===== src/rtl/serial_tx_pkg.sv =====
package serial_tx_pkg;

    typedef enum logic [2:0] {
        PH_IDLE,
        PH_START,
        PH_DATA,
        PH_PARITY,
        PH_STOP
    } tx_phase_e;

    // bit0 enable, bit1 disable, bit2 reset, bit3 assert rts
    typedef struct packed {
        logic rts_on;
        logic clear;
        logic halt;
        logic go;
    } tx_cmd_t;

endpackage


===== src/rtl/serial_tx_hold.sv =====
module serial_tx_hold #(
    parameter int DATA_W = 8
) (
    input  logic              clk,
    input  logic              rst_n,
    input  logic              wr,
    input  logic [DATA_W-1:0] wr_data,
    input  logic              accept,
    input  logic              take,
    input  logic              flush,
    output logic              valid,
    output logic [DATA_W-1:0] data
);

    typedef struct packed {
        logic              valid;
        logic [DATA_W-1:0] data;
    } hold_t;

    hold_t hold_d, hold_q;

    always_comb begin
        hold_d = hold_q;
        if (take) hold_d.valid = 1'b0;
        if (wr && accept) begin
            hold_d.valid = 1'b1;
            hold_d.data  = wr_data;
        end
        if (flush) hold_d.valid = 1'b0;
    end

    always_ff @(posedge clk or negedge rst_n) begin
        if (!rst_n) hold_q <= '0;
        else        hold_q <= hold_d;
    end

    assign valid = hold_q.valid;
    assign data  = hold_q.data;

    // a held character is never replaced before it is taken
    a_r4_no_overwrite: assert property (@(posedge clk) disable iff (!rst_n)
        (hold_q.valid && !take && !flush) |=> (hold_q.valid && $stable(hold_q.data)));

endmodule


===== src/rtl/serial_tx_shifter.sv =====
module serial_tx_shifter
    import serial_tx_pkg::*;
#(
    parameter int DATA_W  = 8,
    parameter int OS_RATE = 16,
    parameter int STOP_W  = 6
) (
    input  logic              clk,
    input  logic              rst_n,
    input  logic              tick,
    input  logic              flush,
    input  logic              ld_valid,
    input  logic [DATA_W-1:0] ld_data,
    input  logic              par_en,
    input  logic              par_odd,
    input  logic [STOP_W-1:0] stop_ticks,
    output logic              ld_take,
    output logic              busy,
    output logic              txd
);

    localparam int STOP_MAX = 1 << STOP_W;
    localparam int CNT_MAX  = (OS_RATE > STOP_MAX) ? OS_RATE : STOP_MAX;
    localparam int CNT_W    = $clog2(CNT_MAX);
    localparam int IDX_W    = (DATA_W > 1) ? $clog2(DATA_W) : 1;
    localparam logic [CNT_W-1:0] OS_LAST  = CNT_W'(OS_RATE - 1);
    localparam logic [IDX_W-1:0] IDX_LAST = IDX_W'(DATA_W - 1);

    typedef struct packed {
        tx_phase_e         phase;
        logic [CNT_W-1:0]  cnt;
        logic [IDX_W-1:0]  idx;
        logic [DATA_W-1:0] sh;
        logic              par;
    } shift_t;

    shift_t sh_d, sh_q;
    logic [CNT_W-1:0] stop_last;
    logic             do_load;

    always_comb begin
        stop_last = (stop_ticks == '0) ? '0 : (CNT_W'(stop_ticks) - CNT_W'(1));
    end

    always_comb begin
        sh_d    = sh_q;
        do_load = 1'b0;
        ld_take = 1'b0;
        case (sh_q.phase)
            PH_IDLE: do_load = ld_valid;
            PH_STOP: begin
                if (tick) begin
                    if (sh_q.cnt == stop_last) begin
                        if (ld_valid) do_load = 1'b1;
                        else          sh_d.phase = PH_IDLE;
                    end else begin
                        sh_d.cnt = sh_q.cnt + CNT_W'(1);
                    end
                end
            end
            default: begin
                if (tick) begin
                    if (sh_q.cnt == OS_LAST) begin
                        sh_d.cnt = '0;
                        case (sh_q.phase)
                            PH_START: begin
                                sh_d.phase = PH_DATA;
                                sh_d.idx   = '0;
                            end
                            PH_DATA: begin
                                if (sh_q.idx == IDX_LAST) begin
                                    sh_d.phase = par_en ? PH_PARITY : PH_STOP;
                                end else begin
                                    sh_d.idx = sh_q.idx + IDX_W'(1);
                                    sh_d.sh  = sh_q.sh >> 1;
                                end
                            end
                            PH_PARITY: sh_d.phase = PH_STOP;
                            default:   sh_d.phase = PH_IDLE;
                        endcase
                    end else begin
                        sh_d.cnt = sh_q.cnt + CNT_W'(1);
                    end
                end
            end
        endcase
        if (do_load) begin
            sh_d.phase = PH_START;
            sh_d.cnt   = '0;
            sh_d.idx   = '0;
            sh_d.sh    = ld_data;
            sh_d.par   = (^ld_data) ^ par_odd;
            ld_take    = 1'b1;
        end
        if (flush) begin
            sh_d.phase = PH_IDLE;
            sh_d.cnt   = '0;
            ld_take    = 1'b0;
        end
    end

    always_ff @(posedge clk or negedge rst_n) begin
        if (!rst_n) begin
            sh_q       <= '0;
            sh_q.phase <= PH_IDLE;
        end else begin
            sh_q <= sh_d;
        end
    end

    always_comb begin
        case (sh_q.phase)
            PH_START:  txd = 1'b0;
            PH_DATA:   txd = sh_q.sh[0];
            PH_PARITY: txd = sh_q.par;
            default:   txd = 1'b1;
        endcase
    end

    assign busy = (sh_q.phase != PH_IDLE);

    // no tick, no progress inside a frame
    a_r12_frozen_without_tick: assert property (@(posedge clk) disable iff (!rst_n)
        (busy && !tick && !flush) |=> ($stable(sh_q.phase) && $stable(sh_q.cnt)));

    // a flush always leaves the shifter idle
    a_r10_flush_idles: assert property (@(posedge clk) disable iff (!rst_n)
        flush |=> (sh_q.phase == PH_IDLE));

endmodule


===== src/rtl/serial_tx_ctrl.sv =====
module serial_tx_ctrl
    import serial_tx_pkg::*;
(
    input  logic    clk,
    input  logic    rst_n,
    input  logic    cmd_wr,
    input  tx_cmd_t cmd,
    input  logic    auto_off,
    input  logic    drained,
    output logic    en,
    output logic    pend,
    output logic    rts,
    output logic    flush
);

    typedef struct packed {
        logic en;
        logic pend;
        logic rts;
    } ctrl_t;

    ctrl_t ct_d, ct_q;
    logic  accept;

    always_comb begin
        ct_d   = ct_q;
        flush  = 1'b0;
        accept = cmd_wr && !(cmd.go && (cmd.clear || cmd.halt));
        if (accept) begin
            if (cmd.clear) begin
                ct_d.en   = 1'b0;
                ct_d.pend = 1'b0;
                flush     = 1'b1;
            end
            if (cmd.go) begin
                ct_d.en   = 1'b1;
                ct_d.pend = 1'b0;
            end
            if (cmd.halt) begin
                if (auto_off && ct_d.en) begin
                    ct_d.pend = 1'b1;
                end else begin
                    ct_d.en   = 1'b0;
                    ct_d.pend = 1'b0;
                end
            end
            if (cmd.rts_on) ct_d.rts = 1'b1;
        end
        if (ct_d.pend && drained) begin
            ct_d.en   = 1'b0;
            ct_d.pend = 1'b0;
            ct_d.rts  = 1'b0;
        end
    end

    always_ff @(posedge clk or negedge rst_n) begin
        if (!rst_n) ct_q <= '0;
        else        ct_q <= ct_d;
    end

    assign en   = ct_q.en;
    assign pend = ct_q.pend;
    assign rts  = ct_q.rts;

    // a pending shutdown only exists on an enabled channel
    a_r7_pend_needs_en: assert property (@(posedge clk) disable iff (!rst_n)
        ct_q.pend |-> ct_q.en);

    // enable combined with disable or reset leaves the enable state alone
    a_r11_conflict_rejected: assert property (@(posedge clk) disable iff (!rst_n)
        (cmd_wr && cmd.go && (cmd.clear || cmd.halt) && !ct_q.pend) |=> $stable(ct_q.en));

    // disable in shutdown-on-drain mode while drained completes at once
    a_r9_underrun_immediate: assert property (@(posedge clk) disable iff (!rst_n)
        (cmd_wr && cmd.halt && !cmd.go && auto_off && drained) |=> (!ct_q.en && !ct_q.rts));

endmodule


===== src/rtl/serial_tx_chan.sv =====
module serial_tx_chan
    import serial_tx_pkg::*;
#(
    parameter int DATA_W  = 8,
    parameter int OS_RATE = 16,
    parameter int STOP_W  = 6
) (
    input  logic              clk,
    input  logic              rst_n,
    input  logic              tick16,
    input  logic              cmd_wr,
    input  logic [3:0]        cmd_bits,
    input  logic              data_wr,
    input  logic [DATA_W-1:0] data_in,
    input  logic              par_en,
    input  logic              par_odd,
    input  logic [STOP_W-1:0] stop_ticks,
    input  logic              auto_off,
    input  logic              irq_en,
    output logic              txd,
    output logic              tx_ready,
    output logic              tx_empty,
    output logic              irq,
    output logic              rts
);

    tx_cmd_t           cmd;
    logic              en, pend, flush;
    logic              hold_valid, ld_take, busy;
    logic [DATA_W-1:0] hold_data;

    assign cmd = tx_cmd_t'(cmd_bits);

    serial_tx_ctrl u_ctrl (
        .clk      (clk),
        .rst_n    (rst_n),
        .cmd_wr   (cmd_wr),
        .cmd      (cmd),
        .auto_off (auto_off),
        .drained  (tx_empty),
        .en       (en),
        .pend     (pend),
        .rts      (rts),
        .flush    (flush)
    );

    serial_tx_hold #(.DATA_W(DATA_W)) u_hold (
        .clk     (clk),
        .rst_n   (rst_n),
        .wr      (data_wr),
        .wr_data (data_in),
        .accept  (tx_ready),
        .take    (ld_take),
        .flush   (flush),
        .valid   (hold_valid),
        .data    (hold_data)
    );

    serial_tx_shifter #(.DATA_W(DATA_W), .OS_RATE(OS_RATE), .STOP_W(STOP_W)) u_shift (
        .clk        (clk),
        .rst_n      (rst_n),
        .tick       (tick16),
        .flush      (flush),
        .ld_valid   (hold_valid && en),
        .ld_data    (hold_data),
        .par_en     (par_en),
        .par_odd    (par_odd),
        .stop_ticks (stop_ticks),
        .ld_take    (ld_take),
        .busy       (busy),
        .txd        (txd)
    );

    assign tx_ready = en && !pend && !hold_valid;
    assign tx_empty = !hold_valid && !busy;
    assign irq      = tx_ready && irq_en;

    // a disabled channel never starts a character
    a_r6_no_start_disabled: assert property (@(posedge clk) disable iff (!rst_n)
        (!en && !busy) |=> !busy);

    // rts falls only through a completed shutdown or never
    a_r8_rts_fall_when_drained: assert property (@(posedge clk) disable iff (!rst_n)
        $fell(rts) |-> (tx_empty && !en));

endmodule


===== config.mk =====
export PLATFORM = sky130hd
export DESIGN_NAME = serial_tx_chan
export DESIGN_NICKNAME = d
export VERILOG_FILES = /design/src/rtl/serial_tx_pkg.sv /design/src/rtl/serial_tx_hold.sv /design/src/rtl/serial_tx_shifter.sv /design/src/rtl/serial_tx_ctrl.sv /design/src/rtl/serial_tx_chan.sv
export SDC_FILE = /design/constraint.sdc
export NUM_CORES = 1
export LEC_CHECK = 0
export BUFFER_PORTS_ARGS = -buffer_cell sky130_fd_sc_hd__buf_4
export CAP_MARGIN = 10
export CORE_MARGIN = 2
export CORE_UTILIZATION = 35
export CTS_BUF_LIST = sky130_fd_sc_hd__clkbuf_2
export DETAILED_ROUTE_END_ITERATION = 8
export GPL_TIMING_DRIVEN = 0
export PLACE_DENSITY = 0.6
export SLEW_MARGIN = 20
export SYNTH_ARGS = -nofsm -noshare
export SYNTH_HDL_FRONTEND = slang
export SYNTH_SLANG_ARGS = --single-unit

===== constraint.sdc =====
create_clock -name clk -period 7 [get_ports clk]
set_input_delay 1.4 -clock clk [delete_from_list [all_inputs] [get_ports clk]]
set_output_delay 1.4 -clock clk [all_outputs]
set_load 0.05 [all_outputs]

# Word level (Yosys, flattened, before mapping)
# Cells that the tools add are included.
[totals] ff_bits=33 output_inout_bits=5 wordCells=103
[classes] n_addsub=3 n_eq_ne=15 mux=40 bitwise_logic=1 n_reduce_logical=34
[op_table] operator="2-to-1 mux 11 bit" count=3
[op_table] operator="2-to-1 mux 9 bit" count=3
[op_table] operator="2-to-1 mux 21 bit" count=1
[op_table] operator="2-to-1 mux 3 bit" count=7
[op_table] operator="2-to-1 mux 20 bit" count=1
[op_table] operator="2-to-1 mux 6 bit" count=3
[op_table] operator="one-hot mux 9 bit (2 select lines)" count=1
[op_table] operator="2-to-1 mux 1 bit" count=12
[op_table] operator="nonzero test 3 bit" count=4
[op_table] operator="logical AND 1 bit" count=10
[op_table] operator="AND reduction 5 bit" count=2
[op_table] operator="nonzero test 2 bit" count=5
[op_table] operator="one-hot mux 3 bit (3 select lines)" count=1
[op_table] operator="2-to-1 mux 2 bit" count=4
[op_table] operator="2-to-1 mux 8 bit" count=1
[op_table] operator="XOR reduction 8 bit" count=1
[op_table] operator="adder 6 x 1 -> 6 bit, second input constant" count=1
[op_table] operator="equality test 3 x 2 -> 1 bit, second input constant" count=2
[op_table] operator="equality test 3 bit, second input constant" count=2
[op_table] operator="equality test 6 x 4 -> 1 bit, second input constant" count=1
[op_table] operator="equality test 6 bit" count=1
[op_table] operator="zero test 6 bit" count=1
[op_table] operator="inequality test 3 x 2 -> 1 bit, second input constant" count=2
[op_table] operator="one-hot mux 3 bit (2 select lines)" count=1
[op_table] operator="19 further kinds" count=23

# Depth between registers and ports, before layout
[depth] word_depth=12 ltp_mapped=9 ltp_nobuf=8

# Hierarchy
# From an unflattened synthesis, not the netlist that was laid out.
[hier_totals] cells_unflattened=230 area_unflattened_um2=2264.7
[modules_own_cells] mod="serial_tx_shifter" n_inst=1 cells_per_inst=188 area_each_um2=1690.4 seq_area_each_um2=525.5
[modules_own_cells] mod="serial_tx_hold" n_inst=1 cells_per_inst=20 area_each_um2=367.9 seq_area_each_um2=225.2
[modules_own_cells] mod="serial_tx_ctrl" n_inst=1 cells_per_inst=18 area_each_um2=175.2 seq_area_each_um2=75.1
[modules_own_cells] mod="serial_tx_chan" n_inst=1 cells_per_inst=4 area_each_um2=31.3 seq_area_each_um2=0.0

# Worst setup path after synthesis
# No wires, ideal clock.
[synth_path] path_kind="register to output" start="reg u_hold.hold_q (netlist bit u_hold.valid)" end="out irq" arrival_time_ns=2.246 path_slack_ns=3.354 path_stages_with_launch=3 n_path_buf=0 cell_sequence="dfrtp_1 -> nor3b_1 -> and2_1"
[synth_between] elab_chain_cells=3
[synth_rtl] item="start, declared" line="serial_tx_hold.sv:20" rtl="hold_t hold_d, hold_q;"
[synth_rtl] item="start signal, assigned" line="serial_tx_hold.sv:34" rtl="else hold_q <= hold_d;"
[synth_rtl] item="zero test 1 bit" line="serial_tx_chan.sv:74" rtl="assign tx_ready = en && !pend && !hold_valid;"
[synth_rtl] item="logical AND 1 bit" line="serial_tx_chan.sv:74"
[synth_rtl] item="named net tx_ready" line="serial_tx_chan.sv:21" rtl="output logic tx_ready,"
[synth_rtl] item="logical AND 1 bit" line="serial_tx_chan.sv:76" rtl="assign irq = tx_ready && irq_en;"
[synth_rtl] item="end, declared" line="serial_tx_chan.sv:23" rtl="output logic irq,"
# The timed path passes the listed nets, and every way through them passes these cells.

# Worst setup path in the final report
[layout_path] start="in stop_ticks[0]" end="reg u_shift.sh_q[2] (netlist name)"
[layout_between] elab_chain_cells=8
[layout_rtl] item="start, declared" line="serial_tx_chan.sv:17" rtl="input logic [STOP_W-1:0] stop_ticks,"
[layout_rtl] item="subtractor 6 x 1 -> 6 bit or zero test 6 bit (tied branches)" line="serial_tx_shifter.sv:42" rtl="stop_last = (stop_ticks == '0) ? '0 : (CNT_W'(stop_ticks) - CNT_W'(1));"
[layout_rtl] item="2-to-1 mux 6 bit *" line="serial_tx_shifter.sv:42"
[layout_rtl] item="equality test 6 bit *" line="serial_tx_shifter.sv:53" rtl="if (sh_q.cnt == stop_last) begin"
[layout_rtl] item="2-to-1 mux 1 bit *" line="serial_tx_shifter.sv:53"
[layout_rtl] item="2-to-1 mux 1 bit *" line="serial_tx_shifter.sv:52" rtl="if (tick) begin"
[layout_rtl] item="one-hot mux 1 bit (2 select lines) *" line="serial_tx_shifter.sv:49" rtl="case (sh_q.phase)"
[layout_rtl] item="inequality test 2 x 1 -> 1 bit (no line) or nonzero test 2 bit (tied branches)"
[layout_rtl] item="AND reduction 5 bit (no line)"
[layout_rtl] item="end, declared" line="serial_tx_shifter.sv:37" rtl="shift_t sh_d, sh_q;"
# Mark *: on every way between the ends. The rest lies on a longest branch, timed or not.
# A chain may end at the register's enable or synchronous reset.

==> qor.txt <==
OUTCOME
-------------------------------------------------------------------------------
Run status                                                         finished, final reports clean

FLOW RUN
-------------------------------------------------------------------------------
Max Cap Violations                                                            0

CLOCKING
-------------------------------------------------------------------------------
Root Buffer                                                        sky130_fd_sc_hd__clkbuf_2
CTS resizes                                                                   0
Number of buffers inserted by post-CTS setup repair                           0
Worst skew pair latency                                                 0.39 ns
Clock sink total                                                             33
Number of buffers added to fix hold violations after cts                      0
Number of clock buffers inserted by TritonCTS                                 5
Clk pin slew, worst setup/hold paths                                    0.17 ns
Total number of H-tree levels                                                 2
Buffer levels on the longest clock path                                       2
TritonCTS clock tree                                                      built

DRT
-------------------------------------------------------------------------------
Post-detailed-route via-to-cell ratio                                      5.40
Iteration count of the initial detailed-routing pass                          4
Routed wire length                                                      4860 um
Final antenna-violating net count                                             0
Average detailed-routed wire length per instance                        14.0 um
Final routed DRC violation total                                              0
Via count of the routed design                                             1878
Violation count after the first detailed-route iteration                     48

TIMING
-------------------------------------------------------------------------------
Finish-stage setup viols                                                      0
Max transition margin                                                     0.589
Maximum frequency from static timing analysis                           296 MHz
Post-Route Skew                                                       0.0346 ns
Transition time at the pin with the least slew margin                  0.609 ns
Number of endpoints with negative hold slack in the final report              0
Total Neg Setup Slack                                                      0 ns
Crit path time final                                                    3.37 ns
Share of the cycle needed by the critical path after routing              0.482
RSZ-0062 raised after global routing                                         no
Final Slew Violations                                                         0

PLACED DESIGN
-------------------------------------------------------------------------------
Placed Cells                                                                340
Sum of net half-perimeters after detailed placement                     3650 um
Routability cong.                                                         0.808
Count of port buffers added during placement                                 31

CELLS AND AREA
-------------------------------------------------------------------------------
Number of cells in the finished layout apart from fillers                   348
ANT cells                                                                     0
Area growth, synth to finish                                              18.6%
Sequential Area                                                         826 um2
NumNets Final                                                               301
Total of fill cells in the finished design                                  638
Share of post-route cells with drive strength above 1                     0.288
Share of the core filled with cells in the final layout                   0.425
Combined area of the multi-input logic cells                           1320 um2

SYNTH
-------------------------------------------------------------------------------
Library cells used by synthesis                                              59
FF+latch count, synth                                                        33
Post-synthesis net count                                                    263
Fraction of registers with async set/reset                                 1.00
Gate count of the mapped netlist                                            232
Avg Synthesized Cell Area                                              9.70 um2
Proportion of synthesized chip area in sequential cells                   0.367
Cell area after synthesis                                              2250 um2
Synth Warn #                                                                  0
Dominant register cell in the synthesized netlist                  sky130_fd_sc_hd__dfrtp_1
Post-synth EDFFs                                                              0

FLOORPLANNING
-------------------------------------------------------------------------------
Vertical die dimension                                                  84.2 um
Starting density of the core                                              0.358
Count of boundary I/O pins                                                   32
Number of cell rows                                                          29
Overall die area                                                       7080 um2
Core area                                                              6280 um2
DIE WIDTH                                                               84.2 um

SETUP PATH
-------------------------------------------------------------------------------
Category of the worst setup path capture point                        flip-flop
Nature of the critical path startpoint                               input port
Critical Setup Path Class                                             in -> reg
Largest fanout on the critical path                                          10
Worst path required time                                                7.28 ns
Crit path arrival time                                                  3.65 ns

POWER AND IR DROP
-------------------------------------------------------------------------------
Peak ir drop on the vdd network                                      0.000192 V
Power per Cell Area                                                  356 nW/um2
Total leakage power                                                     1.12 nW

GLOBAL ROUTE
-------------------------------------------------------------------------------
All-layer global routing usage                                            0.145
Pin count of the biggest net entering global routing                         34
Wire length of the first global-routing pass                            8420 um
GRT Residual Overflow                                                         0
Initial antenna violation count                                               0
Via count of the first global-routing pass                                 1862

HOLD PATH
-------------------------------------------------------------------------------
Type of the worst min-delay path                                     reg -> reg

-- final cells by class --
cell class / instances / area share
plain buffers: 8 / 0.0216
clock buffers: 5 / 0.00938
clock inverters: 3 / 0.0244
inverters: 12 / 0.0169
multi-input cells: 179 / 0.495
flip-flops and latches: 33 / 0.309
well taps: 77 / 0.0361
repair buffers: 31 / 0.0872
-- flip-flops by register name (all words and copies together), names as in the netlist --
name / flops
u_shift.sh_q: 21
u_hold.data: 8
u_ctrl.en: 1
u_ctrl.pend: 1
u_ctrl.rts: 1
u_hold.valid: 1
-- final timing paths --
kind | startpoint | end | slack [ns] | cells past startpoint
max in group asynchronous | rst_n | u_ctrl.en | 5.74 | 1
min in group asynchronous | rst_n | u_shift.sh_q[19] | 0.92 | 1
max reg2reg | u_shift.sh_q[9] | u_shift.sh_q[2] | 4.42 | 7
max | stop_ticks[0] | u_shift.sh_q[2] | 3.63 | 10
min reg2reg | u_ctrl.rts | u_ctrl.rts | 0.53 | 2
min | u_ctrl.rts | u_ctrl.rts | 0.53 | 2
-- synthesized netlist by cell type, types with 3 or more instances --
cell / n / area share
sky130_fd_sc_hd__a21oi_1: 10 / 0.022
sky130_fd_sc_hd__a22oi_1: 5 / 0.017
sky130_fd_sc_hd__a31oi_1: 3 / 0.0083
sky130_fd_sc_hd__clkbuf_1: 5 / 0.0083
sky130_fd_sc_hd__dfrtp_1: 33 / 0.37
sky130_fd_sc_hd__ha_1: 4 / 0.022
sky130_fd_sc_hd__inv_1: 12 / 0.020
sky130_fd_sc_hd__mux2_2: 14 / 0.070
sky130_fd_sc_hd__mux2_4: 5 / 0.033
sky130_fd_sc_hd__nand2_1: 12 / 0.020
sky130_fd_sc_hd__nand2b_1: 3 / 0.0083
sky130_fd_sc_hd__nand3_1: 6 / 0.013
sky130_fd_sc_hd__nor2_1: 22 / 0.037
sky130_fd_sc_hd__nor2b_1: 3 / 0.0083
sky130_fd_sc_hd__nor3_1: 6 / 0.013
sky130_fd_sc_hd__nor3b_1: 5 / 0.017
sky130_fd_sc_hd__o211ai_1: 5 / 0.017
sky130_fd_sc_hd__o21ai_0: 12 / 0.027
sky130_fd_sc_hd__o21ai_1: 3 / 0.0067
sky130_fd_sc_hd__o221ai_1: 3 / 0.012
sky130_fd_sc_hd__o311ai_0: 3 / 0.012
sky130_fd_sc_hd__or2_2: 4 / 0.011
sky130_fd_sc_hd__or4_1: 3 / 0.010
sky130_fd_sc_hd__xnor2_1: 9 / 0.035
sky130_fd_sc_hd__xor2_1: 3 / 0.012
-- cells in the final DEF (no fill, tap or decap), drive strengths merged, types with 3 or more instances in the layout --
cell     instances
or4              4
nor2            22
nor3b            6
o311ai           3
o21ai           16
a31oi            3
or2              4
clkbuf          12
nand2b           3
nand3            6
mux2            19
o2111ai          3
o221ai           3
nand2           12
nor3             6
xor2             3
a22oi            6
xnor2            9
buf             32
dfrtp           33
nor2b            3
inv             12
o211ai           5
a21oi           11
ha               4
a21o             3
-- critical path, stage by stage --
cell                        delay, ns
sky130_fd_sc_hd__buf_4           0.12
sky130_fd_sc_hd__inv_1           0.07
sky130_fd_sc_hd__ha_1            0.25
sky130_fd_sc_hd__nor3b_2         0.38
sky130_fd_sc_hd__mux2i_1         0.17
sky130_fd_sc_hd__nor4_2          0.27
sky130_fd_sc_hd__o2111ai_4       0.25
sky130_fd_sc_hd__a21oi_2         0.25
sky130_fd_sc_hd__buf_6           0.18
sky130_fd_sc_hd__mux2_4          0.30
-- report_power, final --
| group | internal, W | switching (W) |
|---|---|---|
| registers | 0.000260 | 0.0000592 |
| clock network | 0.0000957 | 0.0000690 |
| logic | 0.000224 | 0.000243 |
-- cell families (layout without fill, tap and decap cells) --
group	after synthesis	count (layout)	share of synthesized area
AOI/OAI and AO/OA	65	65	0.216
xor gates and xnor gates	12	12	0.0467
adders and majority gates	4	4	0.0222
buffers and inverters	20	59	0.0456
DFF	33	33	0.367
muxes	21	21	0.112
and+or+nand+nor	77	77	0.190
-- metrics by stage --
stage / hold WS, ns / setup slack [ns] / area (um2) / total power, W
2_1_floorplan: 0.460 / 3.35 / 2250 / 0.000685
3_3_place_gp: 0.490 / 3.24 / 2580 / 0.000789
3_5_place_dp: 0.489 / 3.21 / 2580 / 0.000795
4_1_cts: 0.537 / 3.63 / 2670 / 0.000960
5_1_grt: 0.561 / 3.52 / 2670 / 0.00103
6_report: 0.529 / 3.63 / 2670 / 0.000951
-- metal layers --
metal / vias to the layer above / wire [um] / track usage
met3: 12 / 179 / 0.0344
met4: 0 / 125 / 0.0645
li1: 939 / - / -
met2: 49 / 2290 / 0.235
met5: - / 0 / 0
met1: 878 / 2270 / 0.184
Power figures use the tool's default switching activity.
